[src/rtl/cdiv_pkg.sv]
package cdiv_pkg;

    localparam int CNT_W     = 6;
    localparam int DATA_W    = 32;
    localparam int N_STAGES  = 3;
    localparam int RSVD_W    = DATA_W - 3 - 2 * CNT_W;
    localparam int RATIO_W   = CNT_W + 1;
    localparam int LANE_W    = 8;

    // Bus-visible divider word, bit 0 upward: low, high, align, bypass, hold.
    typedef struct packed {
        logic [RSVD_W-1:0] rsvd;
        logic              hold;
        logic              bypass;
        logic              align;
        logic [CNT_W-1:0]  hi_cnt;
        logic [CNT_W-1:0]  lo_cnt;
    } div_word_t;

    // Committed configuration carried to a stage.
    typedef struct packed {
        logic              bypass;
        logic              align;
        logic [CNT_W-1:0]  hi_cnt;
        logic [CNT_W-1:0]  lo_cnt;
    } div_cfg_t;

    typedef enum logic [2:0] {
        SEL_PRE   = 3'd0,
        SEL_LOOP  = 3'd1,
        SEL_POST  = 3'd2,
        SEL_RATIO = 3'd3,
        SEL_STAT  = 3'd4,
        SEL_NONE  = 3'd7
    } reg_sel_e;

    localparam div_cfg_t CFG_RESET = '{bypass: 1'b1, align: 1'b0,
                                       hi_cnt: '0, lo_cnt: '0};

    function automatic div_cfg_t word_to_cfg(input logic [DATA_W-1:0] raw);
        div_word_t w;
        div_cfg_t  c;
        w        = div_word_t'(raw);
        c.bypass = w.bypass;
        c.align  = w.align;
        c.hi_cnt = w.hi_cnt;
        c.lo_cnt = w.lo_cnt;
        return c;
    endfunction

    function automatic logic [DATA_W-1:0] cfg_to_word(input div_cfg_t c);
        div_word_t w;
        w        = '0;
        w.bypass = c.bypass;
        w.align  = c.align;
        w.hi_cnt = c.hi_cnt;
        w.lo_cnt = c.lo_cnt;
        return DATA_W'(w);
    endfunction

    // Zero counts are promoted to one so a stage can never stall.
    function automatic logic [CNT_W-1:0] eff_len(input logic [CNT_W-1:0] n);
        return (n == '0) ? CNT_W'(1) : n;
    endfunction

    function automatic logic [RATIO_W-1:0] eff_ratio(input div_cfg_t c);
        if (c.bypass) return RATIO_W'(1);
        return RATIO_W'(eff_len(c.lo_cnt)) + RATIO_W'(eff_len(c.hi_cnt));
    endfunction

endpackage

[src/rtl/cdiv_stage.sv]
module cdiv_stage
    import cdiv_pkg::*;
(
    input  logic     clk,
    input  logic     rst,
    input  div_cfg_t cfg,
    input  logic     restart,
    input  logic     strobe_in,
    output logic     wave_out,
    output logic     tick_out
);
    logic             phase_hi;
    logic [CNT_W-1:0] cnt;
    logic [CNT_W-1:0] lim;
    logic             last;

    assign lim  = phase_hi ? eff_len(cfg.hi_cnt) : eff_len(cfg.lo_cnt);
    assign last = (cnt == lim - CNT_W'(1));

    always_ff @(posedge clk) begin
        if (rst || restart) begin
            phase_hi <= 1'b1;
            cnt      <= '0;
        end else if (strobe_in) begin
            if (last) begin
                cnt      <= '0;
                phase_hi <= ~phase_hi;
            end else begin
                cnt <= cnt + CNT_W'(1);
            end
        end
    end

    assign wave_out = cfg.bypass ? strobe_in : phase_hi;
    assign tick_out = cfg.bypass ? strobe_in : (strobe_in && !phase_hi && last);
endmodule

[src/rtl/cdiv_lock.sv]
module cdiv_lock #(
    parameter int LOCK_CYC = 16
) (
    input  logic clk,
    input  logic rst,
    input  logic commit,
    output logic locked
);
    localparam int LW = $clog2(LOCK_CYC + 1);
    logic [LW-1:0] remain;

    always_ff @(posedge clk) begin
        if (rst)
            remain <= '0;
        else if (commit)
            remain <= LW'(LOCK_CYC);
        else if (remain != '0)
            remain <= remain - LW'(1);
    end

    assign locked = (remain == '0);
endmodule

[src/rtl/cdiv_regs.sv]
module cdiv_regs
    import cdiv_pkg::*;
#(
    parameter int ADDR_W = 8
) (
    input  logic                    clk,
    input  logic                    rst,
    input  logic [ADDR_W-1:0]       bus_addr,
    input  logic                    bus_we,
    input  logic [DATA_W-1:0]       bus_wdata,
    input  logic                    locked,
    output logic [DATA_W-1:0]       bus_rdata,
    output div_cfg_t [N_STAGES-1:0] cfg_q,
    output logic                    commit
);
    reg_sel_e                sel;
    logic                    wr_div;
    logic [1:0]              idx;
    div_word_t               wword;
    div_cfg_t [N_STAGES-1:0] staged;
    div_cfg_t [N_STAGES-1:0] staged_nx;
    logic [DATA_W-1:0]       ratio_word;

    always_comb begin
        unique case (bus_addr[ADDR_W-1:2])
            (ADDR_W-2)'(0): sel = SEL_PRE;
            (ADDR_W-2)'(1): sel = SEL_LOOP;
            (ADDR_W-2)'(2): sel = SEL_POST;
            (ADDR_W-2)'(3): sel = SEL_RATIO;
            (ADDR_W-2)'(4): sel = SEL_STAT;
            default:        sel = SEL_NONE;
        endcase
    end

    assign idx    = sel[1:0];
    assign wword  = div_word_t'(bus_wdata);
    assign wr_div = bus_we && (sel == SEL_PRE || sel == SEL_LOOP || sel == SEL_POST);
    assign commit = wr_div && !wword.hold;

    always_comb begin
        staged_nx = staged;
        if (wr_div) staged_nx[idx] = word_to_cfg(bus_wdata);
    end

    always_ff @(posedge clk) begin
        if (rst) begin
            for (int i = 0; i < N_STAGES; i++) begin
                staged[i] <= CFG_RESET;
                cfg_q[i]  <= CFG_RESET;
            end
        end else begin
            staged <= staged_nx;
            if (commit) cfg_q <= staged_nx;
        end
    end

    generate
        for (genvar g = 0; g < N_STAGES; g++) begin : g_lane
            assign ratio_word[g*LANE_W +: LANE_W] = LANE_W'(eff_ratio(cfg_q[g]));
        end
        if (N_STAGES * LANE_W < DATA_W) begin : g_pad
            assign ratio_word[DATA_W-1:N_STAGES*LANE_W] = '0;
        end
    endgenerate

    always_ff @(posedge clk) begin
        if (rst) begin
            bus_rdata <= '0;
        end else begin
            unique case (sel)
                SEL_PRE, SEL_LOOP, SEL_POST: bus_rdata <= cfg_to_word(cfg_q[idx]);
                SEL_RATIO:                   bus_rdata <= ratio_word;
                SEL_STAT:                    bus_rdata <= {{(DATA_W-1){1'b0}}, locked};
                default:                     bus_rdata <= '0;
            endcase
        end
    end
endmodule

[src/rtl/cdiv_top.sv]
module cdiv_top
    import cdiv_pkg::*;
#(
    parameter int ADDR_W   = 8,
    parameter int LOCK_CYC = 16
) (
    input  logic              clk,
    input  logic              rst,
    input  logic [ADDR_W-1:0] bus_addr,
    input  logic              bus_we,
    input  logic [31:0]       bus_wdata,
    output logic [31:0]       bus_rdata,
    output logic              div_out,
    output logic              half_adj
);
    div_cfg_t [N_STAGES-1:0] cfg_q;
    logic                    commit;
    logic                    locked;
    logic [N_STAGES:0]       strobe;
    logic [N_STAGES-1:0]     wave;

    cdiv_regs #(.ADDR_W(ADDR_W)) u_regs (
        .clk       (clk),
        .rst       (rst),
        .bus_addr  (bus_addr),
        .bus_we    (bus_we),
        .bus_wdata (bus_wdata),
        .locked    (locked),
        .bus_rdata (bus_rdata),
        .cfg_q     (cfg_q),
        .commit    (commit)
    );

    cdiv_lock #(.LOCK_CYC(LOCK_CYC)) u_lock (
        .clk    (clk),
        .rst    (rst),
        .commit (commit),
        .locked (locked)
    );

    assign strobe[0] = 1'b1;

    generate
        for (genvar s = 0; s < N_STAGES; s++) begin : g_stage
            cdiv_stage u_stage (
                .clk       (clk),
                .rst       (rst),
                .cfg       (cfg_q[s]),
                .restart   (commit),
                .strobe_in (strobe[s]),
                .wave_out  (wave[s]),
                .tick_out  (strobe[s+1])
            );
        end
    endgenerate

    assign div_out  = wave[N_STAGES-1];
    assign half_adj = cfg_q[N_STAGES-1].align && !cfg_q[N_STAGES-1].bypass;
endmodule

[config.mk]
export PLATFORM = sky130hd
export DESIGN_NAME = cdiv_top
export DESIGN_NICKNAME = d
export VERILOG_FILES = /design/src/rtl/cdiv_pkg.sv /design/src/rtl/cdiv_stage.sv /design/src/rtl/cdiv_lock.sv /design/src/rtl/cdiv_regs.sv /design/src/rtl/cdiv_top.sv
export SDC_FILE = /design/constraint.sdc
export NUM_CORES = 1
export LEC_CHECK = 0
export ABC_AREA = 1
export BUFFER_PORTS_ARGS = -buffer_cell sky130_fd_sc_hd__buf_2
export CORE_ASPECT_RATIO = 1.75
export CORE_MARGIN = 3
export CORE_UTILIZATION = 65
export CTS_BUF_LIST = sky130_fd_sc_hd__clkbuf_4 sky130_fd_sc_hd__clkbuf_8
export DETAILED_ROUTE_END_ITERATION = 10
export PLACE_DENSITY_LB_ADDON = 0.3
export SLEW_MARGIN = 20
export SYNTH_ARGS = -nofsm -noshare
export SYNTH_HDL_FRONTEND = slang
export SYNTH_HIERARCHICAL = 1
export SYNTH_SLANG_ARGS = --single-unit
[constraint.sdc]
create_clock -name clk -period 7.3 [get_ports clk]
set_input_delay 0.365 -clock clk [delete_from_list [all_inputs] [get_ports clk]]
set_output_delay 0.365 -clock clk [all_outputs]
set_load 0.05 [all_outputs]
* Yosys cells after proc, flatten, opt, wreduce, memory -nomap -nowiden *
Cells that the tools add are included.

word-level totals
  flip-flop bits (word level) = 142
  output and inout port bits = 34
  word-level logic and storage cells = 122

operators by class
  add/sub/neg operators = 10
  order comparisons = 2
  equal/unequal tests = 11
  muxes and demuxes = 33
  bitwise gates (word level) = 3
  reductions and logical operators = 30

operators with widths
  kind                 count
  $pmux 23 s3          1
  $mux 6               11
  $bwmux 42            1
  $logic_not 6->1      7
  $mux 42              1
  $mux 7               6
  $bmux 14 s2          1
  $demux 14 s2         1
  $mux 14              2
  $add 6x6->7          3
  $add 6x1->6 const B  3
  $eq 6x6->1           3
  $sub 6x1->6 const B  3
  $pmux 3 s5           1
  $eq 6x2->1 const B   2
  $mux 5               2
  $logic_and 1x1->1    7
  $eq 3x2->1 const B   2
  $eq 6x1->1 const B   1
  $eq 6x3->1 const B   1
  $mux 1               6
  $logic_not 5->1      1
  $reduce_bool 5->1    1
  $sub 5x1->5 const B  1
  12 further kinds     21

* Logic depth before layout (Yosys ltp) *
Gate-level depths: netlist of run 1.

  depth in word-level cells = 11
  depth in mapped cells = 23

* Modules after synthesis *
The synthesis of run 1 kept the hierarchy.

modules (own cells, without submodules)
  module      instances  cells each  area each (sq um)
  cdiv_regs   1          774         5366.4
  cdiv_stage  3          132         728.2
  cdiv_lock   1          36          249.0
  cdiv_top    1          3           13.8

* Worst setup path after synthesis of run 1 *
No wires, ideal clock.

  kind = flip-flop to output port
  from = register g_stage[0].u_stage.phase_hi
  to = output div_out
  arrival time = 2713 ps
  required time = 6935 ps
  setup slack = 4222 ps
  cell stages (with the launch flop) = 20
  buffers on the path = 1
  path through = dfxtp_1 > buf_6 > nor2_1 > nand2_1 > nand2_1 > ha_1 > inv_1 > nand3_1 > nand3_1 > nand2_1 > nand3_1 > nor2_2 > nand4_1 > nand2_1 > inv_1 > nor2_1 > nand4_1 > nand2_1 > nand2_1 > o21ai_0

between the ends
  word-level cells in the longest chain between the ends = 9
  elaborated cells between the ends (all ways) = 10
  those cells by class = add/sub: 1; eq/ne: 1; mux: 4; reduce/logical: 4

ends and longest elaborated chain
  element                         line              source
  start, declared                 cdiv_stage.sv:12  logic phase_hi;
  start signal, assigned          cdiv_stage.sv:27  phase_hi <= ~phase_hi;
  $mux 6                          cdiv_stage.sv:17  assign lim = phase_hi ? eff_len(cfg.hi_cnt) : eff_len(cfg.lo_cnt);
  $sub 6x1->6                     cdiv_stage.sv:18  assign last = (cnt == lim - CNT_W'(1));
  $eq 6x6->1                      cdiv_stage.sv:18
  $logic_and 1x1->1 (*)           cdiv_stage.sv:35  assign tick_out = cfg.bypass ? strobe_in : (strobe_in && !phase_hi && last);
  $mux 1 (*)                      cdiv_stage.sv:35
  named net strobe[1]             cdiv_top.sv:19    logic [N_STAGES:0] strobe;
  $logic_and 1x1->1 (2 in a row)  cdiv_stage.sv:35
  $mux 1 (*)                      cdiv_stage.sv:35
  named net strobe[2]             cdiv_top.sv:19
  $mux 1 (*)                      cdiv_stage.sv:34  assign wave_out = cfg.bypass ? strobe_in : phase_hi;
  end, declared                   cdiv_top.sv:13    output logic div_out,

Mark *: on every way through the listed nets, which the timed path passes. The rest lies on a longest branch.

* Worst setup path after layout of run 1 *
Same ends and word-level chain as after synthesis.

==> results.txt, run 1 <==
The run finished with clean final reports. The origin of the worst min-delay path is bus_wdata[5]. The largest fanout on the critical path is 13.

STA classifies the critical path startpoint as a register. Summed over all cells, the static leakage comes to 4.06 nW. The ratio of cells with drive above 1 in the final layout is 0.114. The worst slew margin relative to its limit came out at 0.506. The wire length of the first global-routing pass is approximately 31,000 um. The number of global-route vias before repair came out at between 6,000 and 7,000. The worst slack at placement is approximately 3400 ps.

The post-placement cell count came out at 1,328. The worst path setup slack after routing is a little under 3000 ps. The number of instances resized during post-cts repair came out at 0.

The floorplan step set the die height to between 150 and 200 um. The clock skew after layout came out at roughly 12 ps. The average routed wire per standard cell came out at 14.4 um. The placement row count came out at 52. The total overflow reported by the global router is 0. In this run the cell area of the synthesized design comes to 7800 um^2. The switching power as a share of total power came out at 0.339. The critical path is of the reg -> out type. Setup repair after global routing left no endpoint under its margin.

The clock net in this run drives a total of 132 sinks. For the worst setup path, the data required time is around 6900 ps. The net count reported at finish came out at about 1,300. The number of hold buffers added after CTS came out at 0. The level count of the clock H-tree came out at 4. The most critical setup path has its startpoint at g_stage[0].u_stage/phase_hi$_SDFFE_PP1P_. For the pin with the worst max-slew slack, the measured transition is 738 ps. The number of max-slew violations in the final report is 0. The starting density of the core is 0.670.

The detailed router's first-iteration violation count came out at 717. The ratio of final minimum period to clock period came out at 0.596. Hold is met by ~250 ps. The fraction of power consumed by combinational cells came out at 0.252. The data arrival at the endpoint of the critical path is between 3000 and 4000 ps. The clock network power share came out at 0.354. Entering global routing, the biggest net connects 64 pins.

The total track usage came out at 0.301. The final cell count without fillers is roughly 1,400. The origin of the critical flop-to-flop path is g_stage[0].u_stage/phase_hi$_SDFFE_PP1P_. In this run the clock root is driven by a sky130_fd_sc_hd__clkbuf_8. Of the total power, registers draw 0.395. The synthesized netlist cell count is about 1,200. The floorplan core area is 11,600 um^2. The clock input transition at the sequential cells of the worst setup and hold paths is approximately 80 ps. The routed via count divided by cell count is about 5.5. The number of top-level pins came out at between 70 and 80. The first detailed-routing pass ran for 6 iterations. TritonCTS created 17 clock buffers.

Across the run, the number of max-cap violations was 0. The average instance area after synthesis is 6.47 um^2. The worst hold path belongs to the class in -> reg. The cell area power density is 242 nW/um^2. The category of the worst setup path capture point is an output pin.

The die width is ~89 um. Derived from the worst setup path, the maximum achievable clock frequency is around 230 MHz. The internal power component is ~1.3 mW. Summed over all nets, the half-perimeter wirelength after detailed placement is ~14,000 um.

Yosys printed 6 warnings. The area growth from synthesis to final layout came out at 7.33%. 0 antenna diodes ended up in the layout. The post-route DRC violation count came out at 0. The analysis attributes to net switching a power of a little under 0.7 mW.

The via count came out at ~7,500. The number of buffer cells added on primary ports is 47. The congestion estimate from routability-driven global placement came to about 1. The number of antenna violations at the first check in global routing came out at 0. The final number of setup-violating endpoints is 0.

The remaining number of nets flagged by the antenna check after routing is 0. The die covers around 13,000 um^2. Counting the fill cells in the layout gives ~1,000.

TritonCTS built the clock tree. The number of endpoints with negative hold slack in the final report came out at 0. The number of buffers added for setup after CTS came out at 0. No sink is reached through more buffers than the 2 on the longest clock path. The later-pin clock latency in the skew report came out at roughly 440 ps. Across the VDD grid, the largest voltage drop is between 0.15 and 0.2 mV. The post-route core utilization is 0.719. The final-layout setup total negative slack came out at 0 ps. The overall routed net length came out at a little under 20,000 um. The worst path needs between 4000 and 5000 ps of the cycle, external delays included.
==> power by group through the flow <==
stage          combinational, mW  sequential, mW  clock (mW)
2_1_floorplan              0.442           0.794           0
3_3_place_gp               0.495           0.817           0
3_5_place_dp               0.503           0.817           0
4_1_cts                    0.510           0.801       0.726
5_1_grt                    0.587           0.808       0.760
6_report                   0.510           0.801       0.717
==> registers in the layout, indices dropped and copies added, names as in the netlist <==
name,count
g_stage.u_stage/phase_hi,3
g_stage.u_stage/cnt,18
u_regs/staged,42
u_lock/remain,5
u_regs/cfg_q,42
u_regs/bus_rdata,22
==> through the flow <==
step,instance area (um^2),total power [mW]
after global routing,8370,2.16
after global placement,7910,1.31
after detailed placement,7910,1.32
final,8370,2.03
after CTS,8370,2.04
after floorplan,7850,1.24
==> layout make-up <==
class	count	area, um^2	share of cell area
multi-input combinational	840	4190	0.501
sequential	132	2640	0.316
tap	135	169	0.0202
inverter	171	642	0.0767
timing repair buffer	50	258	0.0308
clock buffer	18	241	0.0288
clock inverter	14	225	0.0269
==> worst paths after layout <==
kind | to | slack (ps) | cells after the start
max | div_out | 2950 | 20
min | u_regs/staged[5]$_SDFF_PP0_ | 250 | 3
max reg2reg | g_stage[2].u_stage/cnt[5]$_SDFFE_PP0P_ | 3320 | 22
min reg2reg | u_lock/remain[0]$_SDFFE_PP0P_ | 490 | 3
==> layout by cell type, fill, tap and decap left out, drive strengths merged, types with 2 or more instances in the layout <==
cell / n
ha: 25
xor2: 15
nor2: 161
a31o: 4
conb: 16
nand4: 53
buf: 50
clkbuf: 18
bufinv: 5
xnor2: 5
dfxtp: 132
o21ai: 79
clkinv: 2
and2: 14
nand3: 78
o211ai: 4
or2: 7
fa: 3
a21oi: 55
nand2: 307
clkinvlp: 3
inv: 175
nor3: 10
==> critical path, stage by stage, from the launching register on <==
cell	delay, ps
sky130_fd_sc_hd__dfxtp_1	580
sky130_fd_sc_hd__inv_2	150
sky130_fd_sc_hd__nor2_1	120
sky130_fd_sc_hd__nand2_1	90
sky130_fd_sc_hd__nand2_1	130
sky130_fd_sc_hd__ha_1	240
sky130_fd_sc_hd__inv_1	80
sky130_fd_sc_hd__nand3_1	90
sky130_fd_sc_hd__nand3_1	70
sky130_fd_sc_hd__nand2_1	80
sky130_fd_sc_hd__nand3_1	70
sky130_fd_sc_hd__nor2_2	130
sky130_fd_sc_hd__nand4_1	170
sky130_fd_sc_hd__nand2_1	380
sky130_fd_sc_hd__inv_1	130
sky130_fd_sc_hd__nor2_1	100
sky130_fd_sc_hd__nand4_1	170
sky130_fd_sc_hd__nand2_1	250
sky130_fd_sc_hd__nand2_1	70
sky130_fd_sc_hd__o21ai_0	110
sky130_fd_sc_hd__buf_2	310
==> metal layers <==
metal  vias to the layer above  track usage  routed length [um]
li1                       3784            -                   -
met1                      3307        0.342                7370
met2                       332        0.517                9840
met3                        75       0.0484                1250
met4                         0        0.175                1120
met5                         -            0                   0
No activity file was read; power rests on OpenSTA's default activity.
==> run 2: changes to the inputs <==
--- a/config.mk
+++ b/config.mk
@@ -9,7 +9,7 @@
 export BUFFER_PORTS_ARGS = -buffer_cell sky130_fd_sc_hd__buf_2
 export CORE_ASPECT_RATIO = 1.75
 export CORE_MARGIN = 3
-export CORE_UTILIZATION = 65
+export CORE_UTILIZATION = 56
 export CTS_BUF_LIST = sky130_fd_sc_hd__clkbuf_4 sky130_fd_sc_hd__clkbuf_8
 export DETAILED_ROUTE_END_ITERATION = 10
 export PLACE_DENSITY_LB_ADDON = 0.3
==> constraint.sdc (replaced) <==
create_clock -name clk -period 3.9 [get_ports clk]
set_input_delay 0.195 -clock clk [delete_from_list [all_inputs] [get_ports clk]]
set_output_delay 0.195 -clock clk [all_outputs]
set_load 0.05 [all_outputs]
==> results.txt, run 2 (same netlist as run 1, synthesis figures left out) <==
The detailed router's first-iteration violation count came out at between 500 and 600. In this run the horizontal extent of the chip is 95.2 um. The origin of the worst min-delay path is bus_wdata[11]. The number of antenna violations at the first check in global routing came to 0. The worst setup path is captured at an output pin.

The overall routed net length is a little under 20,000 um. Counting the fill cells in the layout gives 1,316. The instance area at placement came out at approximately 8000 um^2.

The largest net degree at the start of global routing is 63. After detailed routing, the average wire length per cell comes to about 14 um. The number of endpoints with negative hold slack in the final report came out at 0. The required time reported for the critical path endpoint is 3700 ps. The count of max-cap constraint violations came out at 0.

77 I/O pins were placed. The ratio of final minimum period to clock period came out at 0.906. The library cells used most frequently in the layout, excluding fill and tap cells, are sky130_fd_sc_hd__nand2_1 (290), sky130_fd_sc_hd__inv_1 (166), sky130_fd_sc_hd__nor2_1 (144), sky130_fd_sc_hd__dfxtp_1 (129), sky130_fd_sc_hd__nand3_1 (74). The H-tree was split into 4 levels. Across every metal layer, demand over resource in global routing totals 0.266.

The number of global-route vias before repair is 6,681. The maximum vdd ir drop came out at roughly 0.28 mV. The routed design could run at a clock period as short as 3530 ps. In the routed layout, each cell is associated on average with a via count of about 5.2.

The tree is rooted in a sky130_fd_sc_hd__clkbuf_8. The worst setup path is launched from a register. The cell area power density came out at roughly 440 nW/um^2.

The highest achievable clock rate came out at between 200 and 300 MHz. The number of buffer cells added on primary ports is 47. The clock tree from TritonCTS is yes.

For the pin with the worst max-slew slack, the measured transition is 718 ps. The post-route DRC violation count is 0. The net count reported at finish is between 1,000 and 1,500. The run finished with clean final reports. The largest registers in the layout are u_regs/cfg_q (42), u_regs/staged (42), u_regs/bus_rdata (22). The later-pin clock latency in the skew report came out at between 400 and 500 ps. The origin of the critical flop-to-flop path is u_regs/cfg_q[9]$_SDFFE_PP0P_. TritonCTS created 17 clock buffers. Setup repair after global routing left no endpoint under its margin. The number of sinks on the clock net is ~130. The number of max-slew violations in the final report is 0. Compared with the post-synthesis result, the final layout area differs by 8.04%.

The floorplan core area came out at ~14,000 um^2. The number of buffers between clock root and the deepest sink is 2. The worst slew margin relative to its limit is 0.519. Before antenna repair, the detailed router went through 5 iterations. For this configuration, the core starts out at a cell density of 0.577. The number of cells traversed by the worst hold path came out at 3. The library cell used most frequently in the layout, excluding fill and tap cells, is sky130_fd_sc_hd__nand2_1. The endpoint identified for the worst register-to-register timing path is g_stage[2].u_stage/cnt[5]$_SDFFE_PP0P_. The total area of multi-input combinational cells is between 4000 and 5000 um^2. The post-route core utilization is 0.623. Setup violations remaining at the end of the flow were counted as 0.

Measured in cells, the most critical reg-to-reg path has a length of 22. The via count came out at 7,323. The path with the worst hold slack has its endpoint at u_regs/staged[11]$_SDFF_PP0_. Row generation in the floorplan step produced 56 rows. The first global-routing pass estimated roughly 32,000 um of wire. Summing all flip-flop and latch instances after layout gives ~2600 um^2. The die is 162 um tall. Routability-driven placement finished with a final weighted congestion of ~0.92. After clock tree synthesis, the clock-pin slew on the worst setup and hold paths is 80 ps. The worst setup path is of the reg -> out kind. The total overflow reported by the global router came out at 0. The HPWL after detailed placement is approximately 14,000 um.

The largest fanout on the critical path is 6. At the worst endpoint, the arrival time is ~3300 ps. The final-layout setup total negative slack is 0 ps. The leakage dissipation came out at roughly 4.1 nW. The clock skew after layout is approximately 14 ps. The die footprint is roughly 15,000 um^2. The worst hold path belongs to the class in -> reg. The ratio of cells with drive above 1 in the final layout is 0.122. The worst-case register-to-register setup slack came out at around 700 ps.

The total inserted antenna cells is 0. The count of nets left with antenna violations once routing finished came out at 0. After routing the design area is between 8000 and 9000 um^2.
==> run 2: changes by cell type in the layout (fill, tap and decap cells not counted), sizes merged <==
cell and delta:
buf +5, bufinv -3, clkbuf +4, clkinv +4
clkinvlp -2, inv -3
==> run 2: cell type report <==
type | count | share of cell area
inverters | 171 | 0.0762
flip-flops and latches | 132 | 0.314
clock buffers | 22 | 0.0359
repair buffers | 55 | 0.0353
clock inverters | 10 | 0.0144
multi-input cells | 840 | 0.498
well taps | 174 | 0.0258
==> run 2: worst max path at each step <==
stage | start | end | slack (ps)
finish | u_regs/cfg_q[9]$_SDFFE_PP0P_ | div_out | 370
global route | g_stage[0].u_stage/phase_hi$_SDFFE_PP1P_ | div_out | 20
CTS | u_regs/cfg_q[7]$_SDFFE_PP0P_ | div_out | 190
detailed placement | u_regs/cfg_q[7]$_SDFFE_PP0P_ | g_stage[2].u_stage/cnt[5]$_SDFFE_PP0P_ | 610
global placement | u_regs/cfg_q[7]$_SDFFE_PP0P_ | g_stage[2].u_stage/cnt[5]$_SDFFE_PP0P_ | 640
floorplan | g_stage[0].u_stage/phase_hi$_SDFFE_PP1P_ | div_out | 1020
==> run 2: report_power, final <==
group	internal (mW)	total (mW)	switching, mW
clock network	0.657	1.21	0.557
logic	0.342	0.977	0.635
registers	1.41	1.49	0.0818
total	2.40	3.68	1.27
==> run 2: timing repair <==
action | in CTS | in global routing
endpoints found under the setup margin | 0 | 1
hold buffers | 0 | 0
gates resized for setup | 0 | 7
buffers inserted | 0 | 1
==> run 2: per-layer routing <==
layer | GRT usage | part of all wire | vias to the layer above
li1 | - | - | 3800
met1 | 0.309 | 0.40 | 3257
met2 | 0.462 | 0.51 | 219
met3 | 0.0445 | 0.047 | 47
met4 | 0.134 | 0.044 | 0
met5 | 0 | 0 | -
==> run 2: worst max-delay path, cell delays in order, from the launching register on <==
cell	delay, ps
sky130_fd_sc_hd__dfxtp_1	430
sky130_fd_sc_hd__nor2_1	80
sky130_fd_sc_hd__nand3_1	80
sky130_fd_sc_hd__nand2_1	80
sky130_fd_sc_hd__nand2_1	140
sky130_fd_sc_hd__ha_2	230
sky130_fd_sc_hd__inv_1	60
sky130_fd_sc_hd__nand3_1	70
sky130_fd_sc_hd__nand3_1	70
sky130_fd_sc_hd__nand2_1	90
sky130_fd_sc_hd__nand3_1	80
sky130_fd_sc_hd__nor2_2	150
sky130_fd_sc_hd__nand4_1	230
sky130_fd_sc_hd__nand2_2	190
sky130_fd_sc_hd__inv_1	90
sky130_fd_sc_hd__nor2_1	80
sky130_fd_sc_hd__nand4_1	120
sky130_fd_sc_hd__nand2_1	120
sky130_fd_sc_hd__buf_4	150
sky130_fd_sc_hd__nand2_1	40
sky130_fd_sc_hd__o21ai_0	80
sky130_fd_sc_hd__buf_4	220
==> run 2: metrics by stage <==
step	hold WS, ps	worst slack (ps)	instances	power, mW
2_1_floorplan	267	1020	1220	2.31
3_3_place_gp	470	645	1371	2.47
6_report	55.5	366	1404	3.68
5_1_grt	79.0	15.4	1404	3.92
4_1_cts	40.1	189	1403	3.69
3_5_place_dp	480	613	1371	2.48
==> run 3: changes to the inputs <==
--- a/config.mk
+++ b/config.mk
@@ -9,7 +9,7 @@
 export BUFFER_PORTS_ARGS = -buffer_cell sky130_fd_sc_hd__buf_2
 export CORE_ASPECT_RATIO = 1.75
 export CORE_MARGIN = 3
-export CORE_UTILIZATION = 56
+export CORE_UTILIZATION = 62
 export CTS_BUF_LIST = sky130_fd_sc_hd__clkbuf_4 sky130_fd_sc_hd__clkbuf_8
 export DETAILED_ROUTE_END_ITERATION = 10
 export PLACE_DENSITY_LB_ADDON = 0.3
==> constraint.sdc (replaced) <==
create_clock -name clk -period 3.3 [get_ports clk]
set_input_delay 0.165 -clock clk [delete_from_list [all_inputs] [get_ports clk]]
set_output_delay 0.165 -clock clk [all_outputs]
set_load 0.05 [all_outputs]
==> results.txt, run 3 (same netlist as run 1, synthesis figures left out) <==
TritonCTS built the clock tree. The worst register-to-register path has a setup slack of between 20 and 30 ps. The remaining number of nets flagged by the antenna check after routing came out at 0. The total area of multi-input combinational cells is ~4300 um^2. The internal power component came out at between 3 and 4 mW. The number of cells traversed by the worst hold path is 3. At the pin with the least slew margin, the transition time is a little over 700 ps. The ratio of final minimum period to clock period is 0.991. Between clock sinks in the finished design, the worst skew comes to approximately 12 ps. The worst register-to-register path ends at g_stage[1].u_stage/phase_hi$_SDFFE_PP1P_. The largest single stage delay on the critical path is ~370 ps. In the layout the commonest cells are sky130_fd_sc_hd__nand2_1 (285), sky130_fd_sc_hd__inv_1 (165), sky130_fd_sc_hd__nor2_1 (141), sky130_fd_sc_hd__dfxtp_1 (128), sky130_fd_sc_hd__nand3_1 (72). The leakage dissipation came out at between 4 and 5 nW. The startpoint identified for the worst register-to-register timing path is g_stage[0].u_stage/phase_hi$_SDFFE_PP1P_. The post-route core utilization is 0.715. The routed via count divided by cell count is between 5 and 6. The number of antenna violations at the first check in global routing came to 0. The vertical die dimension is around 150 um. The maximum vdd ir drop came out at around 0.36 mV. The pre-antenna-repair detailed-routing pass consisted of 8 iterations.

The die footprint is between 10,000 and 15,000 um^2. The number of endpoints with negative hold slack in the final report is 0. In the final timing run, aggregate negative setup slack is 0 ps. The number of buffer cells added on primary ports is 47. By startpoint and endpoint, the worst setup path is classified as reg -> reg.

For this design, the sink count on the clock tree is roughly 130. The data arrival at the endpoint of the critical path is ~3700 ps. Among all stages on the critical path, the largest delay is contributed by sky130_fd_sc_hd__dfxtp_4. The average routed wire per standard cell came out at approximately 14 um. The net switching component of the power came out at about 1.6 mW. At the worst endpoint, the required time is ~3700 ps. The total inserted antenna cells came out at 0. Leaving out fill and tap cells, the most frequent cell in the layout is sky130_fd_sc_hd__nand2_1.

The root buffer cell chosen for the clock tree is sky130_fd_sc_hd__clkbuf_8. The clock input transition at the sequential cells of the worst setup and hold paths is ~80 ps. The number of filler instances in the final layout is approximately 1,000. The largest fanout on the critical path is 4.

The number of cells on the worst reg-to-reg path is 26. The worst hold path begins at bus_wdata[2]. The worst setup path is captured at a register. The share of total power in sequential cells came out at 0.386.

Counting stages on the worst path, the most repeated cell is sky130_fd_sc_hd__buf_4. For this configuration, the core starts out at a cell density of 0.643. The net count reported at finish is 1,312. After floorplanning, the core was divided into 53 placement rows. Of the total power, the share spent switching nets is 0.341. The run finished with clean final reports. The HPWL after detailed placement is roughly 15,000 um. The worst slew margin relative to its limit came out at 0.514. The post-route DRC violation count is 0.

The worst hold path terminates at u_regs/staged[2]$_SDFF_PP0_. The total overflow reported by the global router came out at 0. The die is just over 90 um wide. The cell area power density is roughly 530 nW/um^2. STA classifies the critical path startpoint as a register. The number of top-level pins came out at 77. The number of global-route vias before repair came to about 7,100. The largest net degree at the start of global routing came out at 63. The post-placement cell count came out at roughly 1,400. The number of buffers added by the clock tree synthesis step is 17.

The final cell count without fillers came out at 1,419. In the final layout, the share of cells above drive strength 1 is 0.148. The final layout contains routed wiring with a total length of a little over 20,000 um. The number of max-slew violations in the final report is 0. The region available for standard cell placement spans ~12,000 um^2. The sequential cells in the finished layout cover a total of 2660 um^2.

The total track usage came out at 0.288. The largest registers in the layout are u_regs/cfg_q (42), u_regs/staged (42), u_regs/bus_rdata (22). Relative to the synthesized area, the layout overhead comes to 11.3%.

The number of buffers between clock root and the deepest sink came out at 2. The detailed router's first-iteration violation count came out at about 550. The path class of the tightest hold or removal check is in -> reg. After clock tree synthesis, the flow added hold-fix buffers numbering 0.

The via count came out at approximately 7,700. The wire length of the first global-routing pass came out at 32,800 um. The level count of the clock H-tree came out at 4. The count of max-cap constraint violations came out at 0. Setup violations remaining at the end of the flow were counted as 0. Overall power consumption after layout is estimated at between 4 and 5 mW. The clock network power share is 0.327. The fraction of power consumed by combinational cells came out at 0.287. The clock reaches the later pin of the worst-skew pair after ~440 ps. The highest achievable clock rate is a little over 300 MHz. The shortest clock period the worst path allows after layout came out at between 3000 and 4000 ps. The congestion estimate from routability-driven global placement came to 0.944.
## run 3: cell types whose count changed in the layout (fill, tap and decap cells not counted), sizes merged
cell      change
clkinvlp      +1
bufinv        +2
buf          +24
clkbuf        -3
## run 3: repair_timing
item,4_1_cts,5_1_grt
setup endpoints to repair,1,3
pin swaps,7,10
buffers inserted,11,1
gates resized for setup,12,18
## run 3: final cells by class
cell class / instances / share of cell area
Tap cell: 165 / 0.0238
Multi-Input combinational cell: 840 / 0.490
Sequential cell: 132 / 0.306
Clock buffer: 19 / 0.0294
Inverter: 171 / 0.0742
Clock inverter: 13 / 0.0209
Timing Repair Buffer: 79 / 0.0559
## run 3: critical path: cells and delay by family (launching register included)
| family | cells | cell delay (ps) |
|---|---|---|
| fa+ha+maj | 1 | 160 |
| flops | 1 | 370 |
| buf+inv | 11 | 1160 |
| simple gates | 14 | 1530 |
## run 3: power groups by stage
stage	Clock, mW	Sequential (mW)	Combinational (mW)
after global routing	1.59	1.77	1.48
final	1.50	1.76	1.31
after floorplan	0	1.76	0.978
after detailed placement	0	1.79	1.16
after CTS	1.52	1.75	1.23
after global placement	0	1.79	1.14
## run 3: worst max-delay path by stage
stage / endpoint / start / slack, ps / depth (start not counted)
2_1_floorplan: g_stage[2].u_stage/cnt[5]$_SDFFE_PP0P_ / g_stage[0].u_stage/phase_hi$_SDFFE_PP1P_ / 430 / 22
3_3_place_gp: g_stage[2].u_stage/cnt[5]$_SDFFE_PP0P_ / g_stage[0].u_stage/phase_hi$_SDFFE_PP1P_ / 160 / 22
3_5_place_dp: g_stage[2].u_stage/cnt[5]$_SDFFE_PP0P_ / g_stage[0].u_stage/phase_hi$_SDFFE_PP1P_ / 100 / 22
4_1_cts: div_out / u_regs/cfg_q[11]$_SDFFE_PP0P_ / 10 / 18
5_1_grt: g_stage[1].u_stage/phase_hi$_SDFFE_PP1P_ / g_stage[0].u_stage/phase_hi$_SDFFE_PP1P_ / -190 / 26
6_report: g_stage[1].u_stage/phase_hi$_SDFFE_PP1P_ / g_stage[0].u_stage/phase_hi$_SDFFE_PP1P_ / 30 / 26
## run 3: per-stage QoR
stage	hold slack, ps	instance area [um^2]	setup WS (ps)
global placement	470	8080	162
finish	35.8	8680	29.8
CTS	16.3	8620	12.4
global route	39.6	8680	-189
floorplan	237	7850	433
detailed placement	480	8080	96.9
## run 3: routing by layer
layer / track usage / share of wire
met1: 0.315 / 0.38
met2: 0.512 / 0.50
met3: 0.0482 / 0.054
met4: 0.181 / 0.066
met5: 0 / 0
